<file path="src/rtl/adc_seq_pkg.sv">
package adc_seq_pkg;
  localparam int CTRL_W = 16;
  localparam int RAW_W  = 12;

  // control bit positions
  localparam int B_EN   = 15;
  localparam int B_SIDL = 13;
  localparam int B_RES  = 10;
  localparam int B_FMT  = 8;
  localparam int B_TRG  = 5;
  localparam int B_ASAM = 2;
  localparam int B_SAMP = 1;
  localparam int B_DONE = 0;

  typedef enum logic [2:0] {
    TRG_SWCLR = 3'd0,
    TRG_EXT   = 3'd1,
    TRG_TMRA  = 3'd2,
    TRG_PWM1  = 3'd3,
    TRG_TMRB  = 3'd4,
    TRG_PWM2  = 3'd5,
    TRG_RSVD  = 3'd6,
    TRG_AUTO  = 3'd7
  } trig_e;

  typedef enum logic [1:0] {
    FMT_UINT  = 2'd0,
    FMT_SINT  = 2'd1,
    FMT_UFRAC = 2'd2,
    FMT_SFRAC = 2'd3
  } fmt_e;

  // Packs a raw code: signed forms flip the data MSB (offset binary to two's complement)
  function automatic logic [CTRL_W-1:0] pack_result(input logic [RAW_W-1:0] raw,
                                                    input logic res12,
                                                    input logic [1:0] fmt);
    logic [RAW_W-1:0] flip;
    logic [CTRL_W-1:0] r;
    flip = raw ^ (res12 ? 12'h800 : 12'h200);
    case (fmt_e'(fmt))
      FMT_UINT:  r = res12 ? {4'b0, raw} : {6'b0, raw[9:0]};
      FMT_SINT:  r = res12 ? {{4{flip[11]}}, flip} : {{6{flip[9]}}, flip[9:0]};
      FMT_UFRAC: r = res12 ? {raw, 4'b0} : {raw[9:0], 6'b0};
      default:   r = res12 ? {flip, 4'b0} : {flip[9:0], 6'b0};
    endcase
    return r;
  endfunction
endpackage

</file>
<file path="src/rtl/adc_trig_sel.sv">
module adc_trig_sel
  import adc_seq_pkg::*;
(
  input  logic       clk,
  input  logic       rst_n,
  input  logic [2:0] trig_sel,
  input  logic       sw_clr_evt,
  input  logic       ext_int_i,
  input  logic       tmr_a_evt_i,
  input  logic       pwm1_evt_i,
  input  logic       tmr_b_evt_i,
  input  logic       pwm2_evt_i,
  input  logic       auto_fire,
  output logic       end_samp
);
  logic ext_q;
  logic ext_rise;

  always_ff @(posedge clk or negedge rst_n) begin
    if (!rst_n) ext_q <= 1'b0;
    else        ext_q <= ext_int_i;
  end

  assign ext_rise = ext_int_i & ~ext_q;

  always_comb begin
    case (trig_e'(trig_sel))
      TRG_SWCLR: end_samp = sw_clr_evt;
      TRG_EXT:   end_samp = ext_rise;
      TRG_TMRA:  end_samp = tmr_a_evt_i;
      TRG_PWM1:  end_samp = pwm1_evt_i;
      TRG_TMRB:  end_samp = tmr_b_evt_i;
      TRG_PWM2:  end_samp = pwm2_evt_i;
      TRG_AUTO:  end_samp = auto_fire;
      default:   end_samp = 1'b0;
    endcase
  end

  // reserved code never yields an end-of-sample event
  a_r6_rsvd_silent: assert property (@(posedge clk) disable iff (!rst_n)
    (trig_sel == TRG_RSVD) |-> !end_samp);
endmodule

</file>
<file path="src/rtl/adc_seq_fsm.sv">
module adc_seq_fsm #(
  parameter int SAMP_CYC = 15
) (
  input  logic clk,
  input  logic rst_n,
  input  logic active,
  input  logic samp,
  input  logic end_samp,
  input  logic conv_done_i,
  output logic auto_fire,
  output logic start_evt,
  output logic conv_cmplt,
  output logic busy_o,
  output logic conv_start_o
);
  localparam int CNT_W = (SAMP_CYC < 2) ? 1 : $clog2(SAMP_CYC + 1);
  localparam logic [CNT_W-1:0] CNT_LAST = CNT_W'(SAMP_CYC - 1);

  logic [CNT_W-1:0] cnt;
  logic             busy_q;
  logic             start_q;

  assign auto_fire  = samp & ~busy_q & active & (cnt == CNT_LAST);
  assign start_evt  = end_samp & samp & ~busy_q & active;
  assign conv_cmplt = busy_q & conv_done_i;
  assign busy_o       = busy_q;
  assign conv_start_o = start_q;

  always_ff @(posedge clk or negedge rst_n) begin
    if (!rst_n) begin
      cnt     <= '0;
      busy_q  <= 1'b0;
      start_q <= 1'b0;
    end else begin
      start_q <= start_evt;
      if (start_evt)       busy_q <= 1'b1;
      else if (conv_cmplt) busy_q <= 1'b0;
      if (!samp || busy_q || !active || start_evt) cnt <= '0;
      else if (cnt != CNT_LAST)                    cnt <= cnt + 1'b1;
    end
  end

  // request lasts one cycle
  a_r11_one_cycle_start: assert property (@(posedge clk) disable iff (!rst_n)
    conv_start_o |=> !conv_start_o);
  // no new request while a conversion is outstanding
  a_r11_busy_blocks: assert property (@(posedge clk) disable iff (!rst_n)
    (busy_o && !conv_done_i) |=> !conv_start_o);
  // sample counter stays within its window
  a_r5_cnt_bound: assert property (@(posedge clk) disable iff (!rst_n)
    cnt <= CNT_LAST);
endmodule

</file>
<file path="src/rtl/adc_seq_ctrl.sv">
module adc_seq_ctrl
  import adc_seq_pkg::*;
#(
  parameter int SAMP_CYC = 15
) (
  input  logic        clk,
  input  logic        rst_n,
  input  logic        reg_we,
  input  logic [15:0] reg_wdata,
  output logic [15:0] reg_rdata,
  input  logic        idle_i,
  input  logic        ext_int_i,
  input  logic        tmr_a_evt_i,
  input  logic        pwm1_evt_i,
  input  logic        tmr_b_evt_i,
  input  logic        pwm2_evt_i,
  output logic        conv_start,
  input  logic        conv_done_i,
  input  logic [11:0] raw_result_i,
  output logic [15:0] result_o
);
  logic       en_q, sidl_q, res12_q, asam_q, samp_q, done_q;
  logic [1:0] fmt_q;
  logic [2:0] trig_q;
  logic [15:0] result_q;

  logic active, sw_clr, end_samp, auto_fire, start_evt, conv_cmplt, busy;
  logic unused_wbits;

  assign unused_wbits = ^{reg_wdata[14], reg_wdata[12], reg_wdata[11],
                          reg_wdata[4], reg_wdata[3], busy};

  assign active = en_q & ~(sidl_q & idle_i);
  assign sw_clr = reg_we & samp_q & ~reg_wdata[B_SAMP];

  adc_trig_sel u_trig (
    .clk(clk), .rst_n(rst_n), .trig_sel(trig_q), .sw_clr_evt(sw_clr),
    .ext_int_i(ext_int_i), .tmr_a_evt_i(tmr_a_evt_i), .pwm1_evt_i(pwm1_evt_i),
    .tmr_b_evt_i(tmr_b_evt_i), .pwm2_evt_i(pwm2_evt_i),
    .auto_fire(auto_fire), .end_samp(end_samp)
  );

  adc_seq_fsm #(.SAMP_CYC(SAMP_CYC)) u_fsm (
    .clk(clk), .rst_n(rst_n), .active(active), .samp(samp_q),
    .end_samp(end_samp), .conv_done_i(conv_done_i), .auto_fire(auto_fire),
    .start_evt(start_evt), .conv_cmplt(conv_cmplt), .busy_o(busy),
    .conv_start_o(conv_start)
  );

  always_ff @(posedge clk or negedge rst_n) begin
    if (!rst_n) begin
      en_q <= 1'b0; sidl_q <= 1'b0; res12_q <= 1'b0; asam_q <= 1'b0;
      samp_q <= 1'b0; done_q <= 1'b0; fmt_q <= '0; trig_q <= '0;
      result_q <= '0;
    end else begin
      if (reg_we) begin
        en_q    <= reg_wdata[B_EN];
        sidl_q  <= reg_wdata[B_SIDL];
        res12_q <= reg_wdata[B_RES];
        fmt_q   <= reg_wdata[B_FMT +: 2];
        trig_q  <= reg_wdata[B_TRG +: 3];
        asam_q  <= reg_wdata[B_ASAM];
        samp_q  <= reg_wdata[B_SAMP];
        if (!reg_wdata[B_DONE]) done_q <= 1'b0;
      end
      if (start_evt) samp_q <= 1'b0;
      if (conv_cmplt) begin
        done_q   <= 1'b1;
        result_q <= pack_result(raw_result_i, res12_q, fmt_q);
        if (asam_q) samp_q <= 1'b1;
      end
    end
  end

  assign reg_rdata = {en_q, 1'b0, sidl_q, 2'b00, res12_q, fmt_q, trig_q,
                      2'b00, asam_q, samp_q, done_q};
  assign result_o  = result_q;

  // an inactive block issues no request
  a_r1_inactive_no_start: assert property (@(posedge clk) disable iff (!rst_n)
    !active |=> !conv_start);
  // completion raises done
  a_r9_done_on_cmplt: assert property (@(posedge clk) disable iff (!rst_n)
    conv_cmplt |=> reg_rdata[B_DONE]);
  // auto-sample reopens sampling after completion
  a_r10_asam_restart: assert property (@(posedge clk) disable iff (!rst_n)
    (conv_cmplt && asam_q && !reg_we) |=> reg_rdata[B_SAMP]);
  // a request leaves sampling closed
  a_r10_start_clears_samp: assert property (@(posedge clk) disable iff (!rst_n)
    conv_start |-> !reg_rdata[B_SAMP] || $past(reg_we));
endmodule

</file>
<file path="config.mk">
export PLATFORM = sky130hd
export DESIGN_NAME = adc_seq_ctrl
export DESIGN_NICKNAME = d
export VERILOG_FILES = /design/src/rtl/adc_seq_pkg.sv /design/src/rtl/adc_trig_sel.sv /design/src/rtl/adc_seq_fsm.sv /design/src/rtl/adc_seq_ctrl.sv
export SDC_FILE = /design/constraint.sdc
export NUM_CORES = 1
export LEC_CHECK = 0
export ABC_AREA = 0
export BUFFER_PORTS_ARGS = -buffer_cell sky130_fd_sc_hd__clkbuf_2
export CAP_MARGIN = 25
export CORE_MARGIN = 1
export CORE_UTILIZATION = 38
export CTS_CLUSTER_SIZE = 30
export DETAILED_ROUTE_END_ITERATION = 10
export MAX_ROUTING_LAYER = met4
export PLACE_DENSITY = 0.7
export SKIP_LAST_GASP = 1
export SYNTH_ARGS = -nofsm -noshare
export SYNTH_HDL_FRONTEND = slang
export SYNTH_HIERARCHICAL = 1
export SYNTH_SLANG_ARGS = --single-unit
export TNS_END_PERCENT = 5
</file>
<file path="constraint.sdc">
create_clock -name clk -period 2.1 [get_ports clk]
set_input_delay 0.315 -clock clk [delete_from_list [all_inputs] [get_ports clk]]
set_output_delay 0.315 -clock clk [all_outputs]
set_load 0.02 [all_outputs]
</file>
* Word level (Yosys, flattened, before mapping) *
Cells that the tools add are included.

word-level totals
  input port bits = 38
  word-level logic and storage cells = 71
  output and inout port bits = 33
  register bits = 34

cells by class
  bitwise logic cells = 17
  multiplexer cells = 18
  $add $sub $neg = 1
  reductions and logical operators = 11
  equality and inequality tests = 11

operator list
  cell                                                                      number
  16-bit two-way mux                                                        3
  16-bit one-hot mux with 3 select lines                                    1
  12-bit two-way mux                                                        2
  1-bit AND                                                                 12
  12-bit XOR                                                                1
  3-bit == test (second input constant)                                     3
  1-bit two-way mux                                                         9
  4-bit two-way mux                                                         2
  1-bit one-hot mux with 7 select lines                                     1
  3-bit by 2-bit == test with 1-bit output (second input constant)          2
  2-bit nonzero test                                                        3
  4-bit by 1-bit adder with 4-bit output (second input constant)            1
  4-bit == test (second input constant)                                     1
  4-bit inequality test (second input constant)                             1
  1-bit NOT                                                                 4
  3-bit by 1-bit == test with 1-bit output (second input constant)          1
  3-bit zero test                                                           1
  1-bit logical OR                                                          3
  2-bit by 1-bit == test with 1-bit output (second input constant)          1
  2-bit == test (second input constant)                                     1
  1-bit zero test                                                           2
  2-bit zero test                                                           1
  2-bit by 1-bit inequality test with 1-bit output (second input constant)  1
  2-bit AND reduction                                                       1

* Depth between registers and ports, before layout *
Gate-level depths: netlist (run 1).

  word-level depth = 12
  depth in mapped cells = 9
  mapped depth without buffers = 9

* Cells and area by module *
The synthesis (run 1) kept the hierarchy.

modules (own cells, without submodules)
  module        times used  area each (µm²)  seq. area each (µm²)  cells each
  adc_seq_ctrl  1           1395.1           675.6                 133
  adc_seq_fsm   1           347.8            150.1                 30
  adc_trig_sel  1           91.3             25.0                  10

* Least setup slack after synthesis (run 1) *
OpenSTA, ideal clock, no wires.

  path kind = register to register
  from = register sidl_q
  to = register samp_q
  arrival = 1633 ps
  buffers on the path = 0
  period minus slack after synthesis = 1760 ps
  path slack = 340 ps
  data required time = 1973 ps
  stages on the path, launching flop included = 9
  library setup time = 127 ps
  path through = dfrtp_1 a21boi_0 nand2_1 nor3_1 mux2i_1 nand3_1 o311a_1 and4b_1 o21ai_0

on the way
  word-level cells in the longest chain between the ends = 12

ends and longest elaborated chain
  what                                       RTL line            text
  from (decl)                                adc_seq_ctrl.sv:22  logic en_q, sidl_q, res12_q, asam_q, samp_q, done_q;
  from (signal assigned)                     adc_seq_ctrl.sv:58  sidl_q <= reg_wdata[B_SIDL];
  1-bit AND (*)                              adc_seq_ctrl.sv:33  assign active = en_q & ~(sidl_q & idle_i);
  1-bit NOT (*)                              adc_seq_ctrl.sv:33
  1-bit AND (*)                              adc_seq_ctrl.sv:33
  named net active                           adc_seq_ctrl.sv:27  logic active, sw_clr, end_samp, auto_fire, start_evt, conv_cmplt, busy;
  1-bit AND (*) (2 in a row)                 adc_seq_fsm.sv:23   assign auto_fire = samp & ~busy_q & active & (cnt == CNT_LAST);
  named net auto_fire                        adc_seq_ctrl.sv:27
  1-bit one-hot mux with 7 select lines (*)  adc_trig_sel.sv:27  case (trig_e'(trig_sel))
  named net end_samp                         adc_seq_ctrl.sv:27
  1-bit AND (*) (3 in a row)                 adc_seq_fsm.sv:24   assign start_evt = end_samp & samp & ~busy_q & active;
  named net start_evt                        adc_seq_ctrl.sv:27
  1-bit two-way mux (*)                      adc_seq_ctrl.sv:66  if (start_evt) samp_q <= 1'b0;
  1-bit two-way mux                          adc_seq_ctrl.sv:70  if (asam_q) samp_q <= 1'b1;
  1-bit two-way mux (*)                      adc_seq_ctrl.sv:67  if (conv_cmplt) begin
  to (signal assigned)                       adc_seq_ctrl.sv:63  samp_q <= reg_wdata[B_SAMP];
  to (decl)                                  adc_seq_ctrl.sv:22

The timed path passes the listed nets; every way through them passes the cells marked *.
A chain may end at the register's enable or synchronous reset.

* Worst setup path after layout (run 1) *
  from = register u_fsm.cnt[0]
  to = register samp_q

on the way
  word-level cells in the longest chain between the ends = 9

ends and longest elaborated chain
  what                                       RTL line            text
  from (decl)                                adc_seq_fsm.sv:19   logic [CNT_W-1:0] cnt;
  from (signal assigned)                     adc_seq_fsm.sv:39   else if (cnt != CNT_LAST) cnt <= cnt + 1'b1;
  4-bit == test (*)                          adc_seq_fsm.sv:23
  1-bit AND (*)                              adc_seq_fsm.sv:23
  named net auto_fire                        adc_seq_ctrl.sv:27
  1-bit one-hot mux with 7 select lines (*)  adc_trig_sel.sv:27
  named net end_samp                         adc_seq_ctrl.sv:27
  1-bit AND (*) (3 in a row)                 adc_seq_fsm.sv:24
  named net start_evt                        adc_seq_ctrl.sv:27
  1-bit two-way mux (*)                      adc_seq_ctrl.sv:66
  1-bit two-way mux                          adc_seq_ctrl.sv:70
  1-bit two-way mux (*)                      adc_seq_ctrl.sv:67

Marked as above.

==> results of run 1 <==
per-stage QoR:
| step | area (µm²) | hold slack, ns | util, % |
|---|---|---|---|
| floorplan | 1850 | 0.0194 | - |
| global placement | 2130 | 0.377 | 47.2 |
| detailed placement | 2130 | 0.374 | 47.2 |
| CTS | 2220 | 0.0621 | 49.3 |
| global route | 2220 | 0.0953 | 49.3 |
| finish | 2220 | 0.0601 | 49.3 |
state kept, by name, summed over array words and instances (netlist names):
name	count
result_o	16
u_fsm/cnt	4
trig_q	3
fmt_q	2
asam_q	1
done_q	1
en_q	1
res12_q	1
samp_q	1
sidl_q	1
u_fsm/busy_o	1
u_fsm/conv_start_o	1
u_trig/ext_q	1
worst register-to-register path: stages, from the launching register on:
cell and delay [ns]:
dfrtp_1 0.43, inv_1 0.08, ha_1 0.26, nand3_2 0.11, nor3_1 0.15, mux2i_1 0.10, nand3_1 0.09, o311a_1 0.20
and4b_1 0.26, o21ai_0 0.10
routing by layer:
metal / global-route usage [%] / wire length [µm]
met1: 19.9 / 1630
met2: 28.0 / 1820
met3: 3.80 / 177
met4: 5.23 / 38
met5: - / 0
kinds of logic (layout without fill, tap and decap cells):
group	count (synthesis)	after routing	synth area share [%]
flip-flops	34	34	46.4
AND/OR/NAND/NOR	46	46	14.3
adder cells (fa/ha/maj)	2	2	1.36
other	1	5	0.204
XOR/XNOR	1	1	0.478
buffers and inverters	29	83	9.07
AO/OA/AOI/OAI	34	34	12.6
multiplexers	26	26	15.7
cell usage in the layout (no fill, tap or decap), types with 2 or more instances in the layout:
cell      netlist  layout
and4b_1         2       2
clkbuf_2        0      60
mux2_2         18      18
inv_1           9       9
conb_1          1       5
nand3_1         3       3
clkbuf_8        0       6
a21oi_1        10      10
buf_4          12       6
mux2i_1         7       7
nand2b_1        3       3
o211ai_1        2       2
a31oi_1         3       3
a21o_1          2       2
nand2_1        10      10
nor2_1         14      14
nand3b_1        5       5
o21ai_0         6       6
and2_1          2       2
ha_1            2       2
dfrtp_1        34      34
a211oi_2        2       2
nor2b_1         2       2
worst min path at each step:
| stage | startpoint | end | slack [ns] | depth (start not counted) |
|---|---|---|---|---|
| final | rst_n | result_o[11] | 0.06 | 2 |
| after floorplan | rst_n | asam_q | 0.02 | 0 |
| after CTS | rst_n | result_o[11] | 0.06 | 2 |
| after detailed placement | rst_n | result_o[11] | 0.37 | 2 |
| after global placement | rst_n | result_o[11] | 0.38 | 2 |
| after global routing | rst_n | result_o[9] | 0.1 | 2 |
where the power goes:
part / total (mW) / internal, mW / switching [mW]
clock network: 0.493 / 0.263 / 0.230
registers: 0.988 / 0.846 / 0.142
logic: 0.796 / 0.322 / 0.474
total: 2.28 / 1.43 / 0.846
cell type report:
class                   instances  share of cell area [%]
clock buffers                   6                    3.72
clock inverters                 2                   0.563
inverters                       9                    1.52
multi-input cells             114                    37.4
flip-flops and latches         34                    38.3
well taps                      52                    2.93
repair buffers                 66                    15.5
==> run metrics, run 1 <==
status complete, no violations; WP buf/inv 1; Setup TNS Final 0 ns; diode count 0; Reg clk slew, reported paths 0.07 ns; Max IR drop VDD 0.280 mV; Skew-Pair Late Insertion Delay 0.28 ns; Final Skew 0.00733 ns; port bufs 60; final hold violations 0; CP cell instances inv_1, ha_1, nand3_2, nor3_1, mux2i_1, nand3_1, o311a_1, and4b_1, o21ai_0; area grow syn2layout 21.1%; largest cells by area after synthesis dfrtp_1 46%, mux2_2 11%, buf_4 4.9%, mux2i_1 3.8%, nor2_1 2.9%; cell taking the most area after synthesis dfrtp_1; Ports 71; area occupied by multi-input gates 832 µm²; Synth cell types 41; Overall Power 2.28 mW; Reg2Reg Depth 9; critical path depth 9; total CTS buffers 5; pre-CTS setup slack 0.241 ns; die area 5110 µm²; worst setup path start u_fsm/cnt[0]; CTS hold repair buffers 0; CP startpoint kind register; leakage 1.10 nW; synthesized area per cell 10.6 µm²; crit path DAT 2.04 ns; Final Critical Period 1.89 ns; Max Slew Vio Count 0; FFs w/ async S/R, synth 100%; gr ovfl total 0; Top FF cell, synth dfrtp_1; DRT Pass-1 Iters 5; fmax 530 MHz; maximum root-to-sink buffer count 2; RR Endpoint samp_q; Worst slew margin 53.3%; CP Capture Type register; post-CTS sizing 0; crit path to samp_q; post-DR wirelength/cell 13.0 µm; setup ws final 0.213 ns; Routability Congestion 0.769; Vias 1426; initial antenna violation count 0; Seq/Total Area, Yosys 46.4%; core footprint 4500 µm²; most frequent cells after synthesis 34 x dfrtp_1, 18 x mux2_2, 14 x nor2_1; Die Y 71.5 µm; Antenna Nets Post-Route 0; most common cell in the synthesized netlist dfrtp_1; area share of the largest cell type after synthesis 46.4%; required time of the critical path 2.26 ns; DR iter-0 viols 75; drt drc 0; Post-synth EDFFs 0; Yosys reg bits 34; Starting Density 40.7%; root buf cell clkbuf_8; first-pass GRT wire length 6420 µm; postcts setup bufs 0; vias in the first global route 1444; pin slew with the least headroom to its limit 0.701 ns; Warnings, synthesis 6; GRT Total Usage 16.6%; Row Count 24; CTS tree built; Post-Syn Area 1830 µm²; cells after synthesis 173; final non-filler cell total 283; period utilization 89.9%; CP top delay family simple AND/OR/NAND/NOR gates; r2r startpoint u_fsm/cnt[0]; CP max-delay cell dfrtp_1; Hold Crit Class input pin to asynchronous set/reset pin; crit-path max FO 6; RSZ-0062 raised after global routing false; hpwl dp 2790 µm; Max Cap Viol 0; Vias/cell 5.04; Setup CP Type register to register; Power Density 1020 nW/µm²; # setup viols final 0; fill count 449; Sink Count 34; CP max stage delay 0.43 ns; die width 71.5 µm; H-tree levels 2; layout cells sized above 1 42.4%; Cells after DPL 275; register area 851 µm²; FF-to-FF setup slack 0.21 ns; Post-layout nets 270; largest net degree at the start of global routing 35; wirelength, routed 3670 µm
No activity file was read; power rests on OpenSTA's default activity.
==> run 2: changes to the inputs <==
clock period = 1.79 ns   (was 2.1 ns; I/O delays follow)
==> run 2 against run 1 <==
- first-iteration DRC count up 19%
- routed wire length rose by 0.27%
- clock power is 21% higher
- setup slack worse by 0.086 ns
- sequential share of layout area down 0.78 points
- sequential power grew 15%
- non-clock buffer count is 5 higher
- register-to-register slack worse by 0.09 ns
- fmax rose by 13%
- hold slack got worse by 0.058 ns
==> run metrics, run 2 (synthesis results as in run 1) <==
post-DR wirelength/cell 12.8 µm; initial antenna violation count 0; Max Cap Viol 0; Reg clk slew, reported paths 0.07 ns; Comb power frac 35.3%; CTS tree built; Die Y 71.5 µm; Row Count 24; Final Critical Period 1.66 ns; DR iter-0 viols 89; GRT Total Usage 16.5%; Hold Crit Class input pin to asynchronous set/reset pin; die width 71.5 µm; Vias/cell 5.02; Vias 1447; Net Sw Frac 37.3%; wirelength, routed 3680 µm; RSZ-0062 raised after global routing true; setup ws final 0.127 ns; Clk pwr share 22.2%; period utilization 92.9%; fmax 601 MHz; Cells after DPL 279; Starting Density 40.7%; area grow syn2layout 23.7%; Largest register FFs 16; Min Hold Slack 0.00179 ns; root buf cell clkbuf_8; Skew-Pair Late Insertion Delay 0.29 ns; Antenna Nets Post-Route 0; Setup CP Type register to register; largest net degree at the start of global routing 35; Routability Congestion 0.778; most frequent cells in the layout 60 x clkbuf_2, 34 x dfrtp_1, 18 x mux2_2; Reg power frac 42.5%; gr ovfl total 0; final non-filler cell total 288; Final Skew 0.00648 ns; r2r startpoint u_fsm/cnt[0]; pre-CTS setup slack -0.0155 ns; # setup viols final 0; CP startpoint kind register; diode count 0; first-pass GRT wire length 6230 µm; NetSw 1.01 mW; maximum root-to-sink buffer count 2; Max IR drop VDD 0.386 mV; Overall Power 2.69 mW; Sink Count 34; RR Endpoint u_fsm/cnt[1]; status complete, no violations; Power Density 1190 nW/µm²; port bufs 60; Post-layout nets 275; H-tree levels 2; leakage 1.12 nW; required time of the critical path 1.99 ns; die area 5110 µm²; hpwl dp 2780 µm; CP Capture Type register; final hold violations 0; drt drc 0; FF-to-FF setup slack 0.13 ns; core footprint 4500 µm²; commonest non-fill, non-tap cell in the layout clkbuf_2; crit-path max FO 4; Internal 1.69 mW; Reg2Reg Depth 9; DRT Pass-1 Iters 4; layout cells sized above 1 44.5%; total CTS buffers 5; CTS hold repair buffers 0; Max Slew Vio Count 0; Setup TNS Final 0 ns; vias in the first global route 1391; crit path DAT 1.87 ns; Ports 71; worst setup path start u_fsm/cnt[0]
-- run 2: area by class of cell --
| cell class | count | area, µm² |
|---|---|---|
| clock buffer | 6 | 82.6 |
| inverter | 9 | 33.8 |
| tap | 52 | 65.1 |
| multi-input combinational | 114 | 841 |
| clock inverter | 2 | 12.5 |
| sequential | 34 | 851 |
| timing repair buffer | 71 | 383 |
| fill | 440 | 2240 |
-- run 2: worst max path at each step --
| stage | end | slack [ns] | cells past startpoint |
|---|---|---|---|
| 3_5_place_dp | samp_q | -0.02 | 8 |
| 3_3_place_gp | samp_q | 0.02 | 8 |
| 5_1_grt | samp_q | -0.01 | 9 |
| 4_1_cts | samp_q | 0.04 | 8 |
| 6_report | u_fsm/cnt[1] | 0.13 | 9 |
| 2_1_floorplan | samp_q | 0.03 | 8 |
-- run 2: critical path, cell delays in order, from the launching register on --
cell       delay (ns)
dfrtp_1          0.34
inv_1            0.04
ha_1             0.21
nand3_2          0.08
nor3_1           0.05
mux2i_1          0.15
nand3_1          0.10
o311a_1          0.15
nand4bb_4        0.25
a211oi_2         0.22
-- run 2: power by group through the flow --
stage / Clock [mW] / Sequential, mW / Combinational (mW)
floorplan: 0 / 1.38 / 0.414
global placement: 0 / 1.16 / 0.943
detailed placement: 0 / 1.17 / 0.961
CTS: 0.628 / 1.15 / 0.964
global route: 0.657 / 1.18 / 1.05
finish: 0.598 / 1.14 / 0.952
-- run 2: repair_timing --
item | in CTS | in global routing
buffers inserted | 0 | 1
gates cloned | 0 | 0
resized for setup | 1 | 2
pin swaps | 0 | 3
endpoints found under the setup margin | 1 | 4
-- run 2: per-layer routing --
metal	vias up	share of wire [%]	global-route usage, %
met2	44	47	27.2
met4	0	1.9	7.19
met3	8	4.8	3.94
met5	-	0	-
met1	680	46	19.4
li1	715	-	-
-- run 2: stage by stage --
step                      utilization [%]  area [µm²]
after floorplan                         -        1850
after global placement               47.9        2160
after detailed placement             47.9        2160
after CTS                            50.0        2250
after global routing                 50.4        2270
final                                50.4        2270
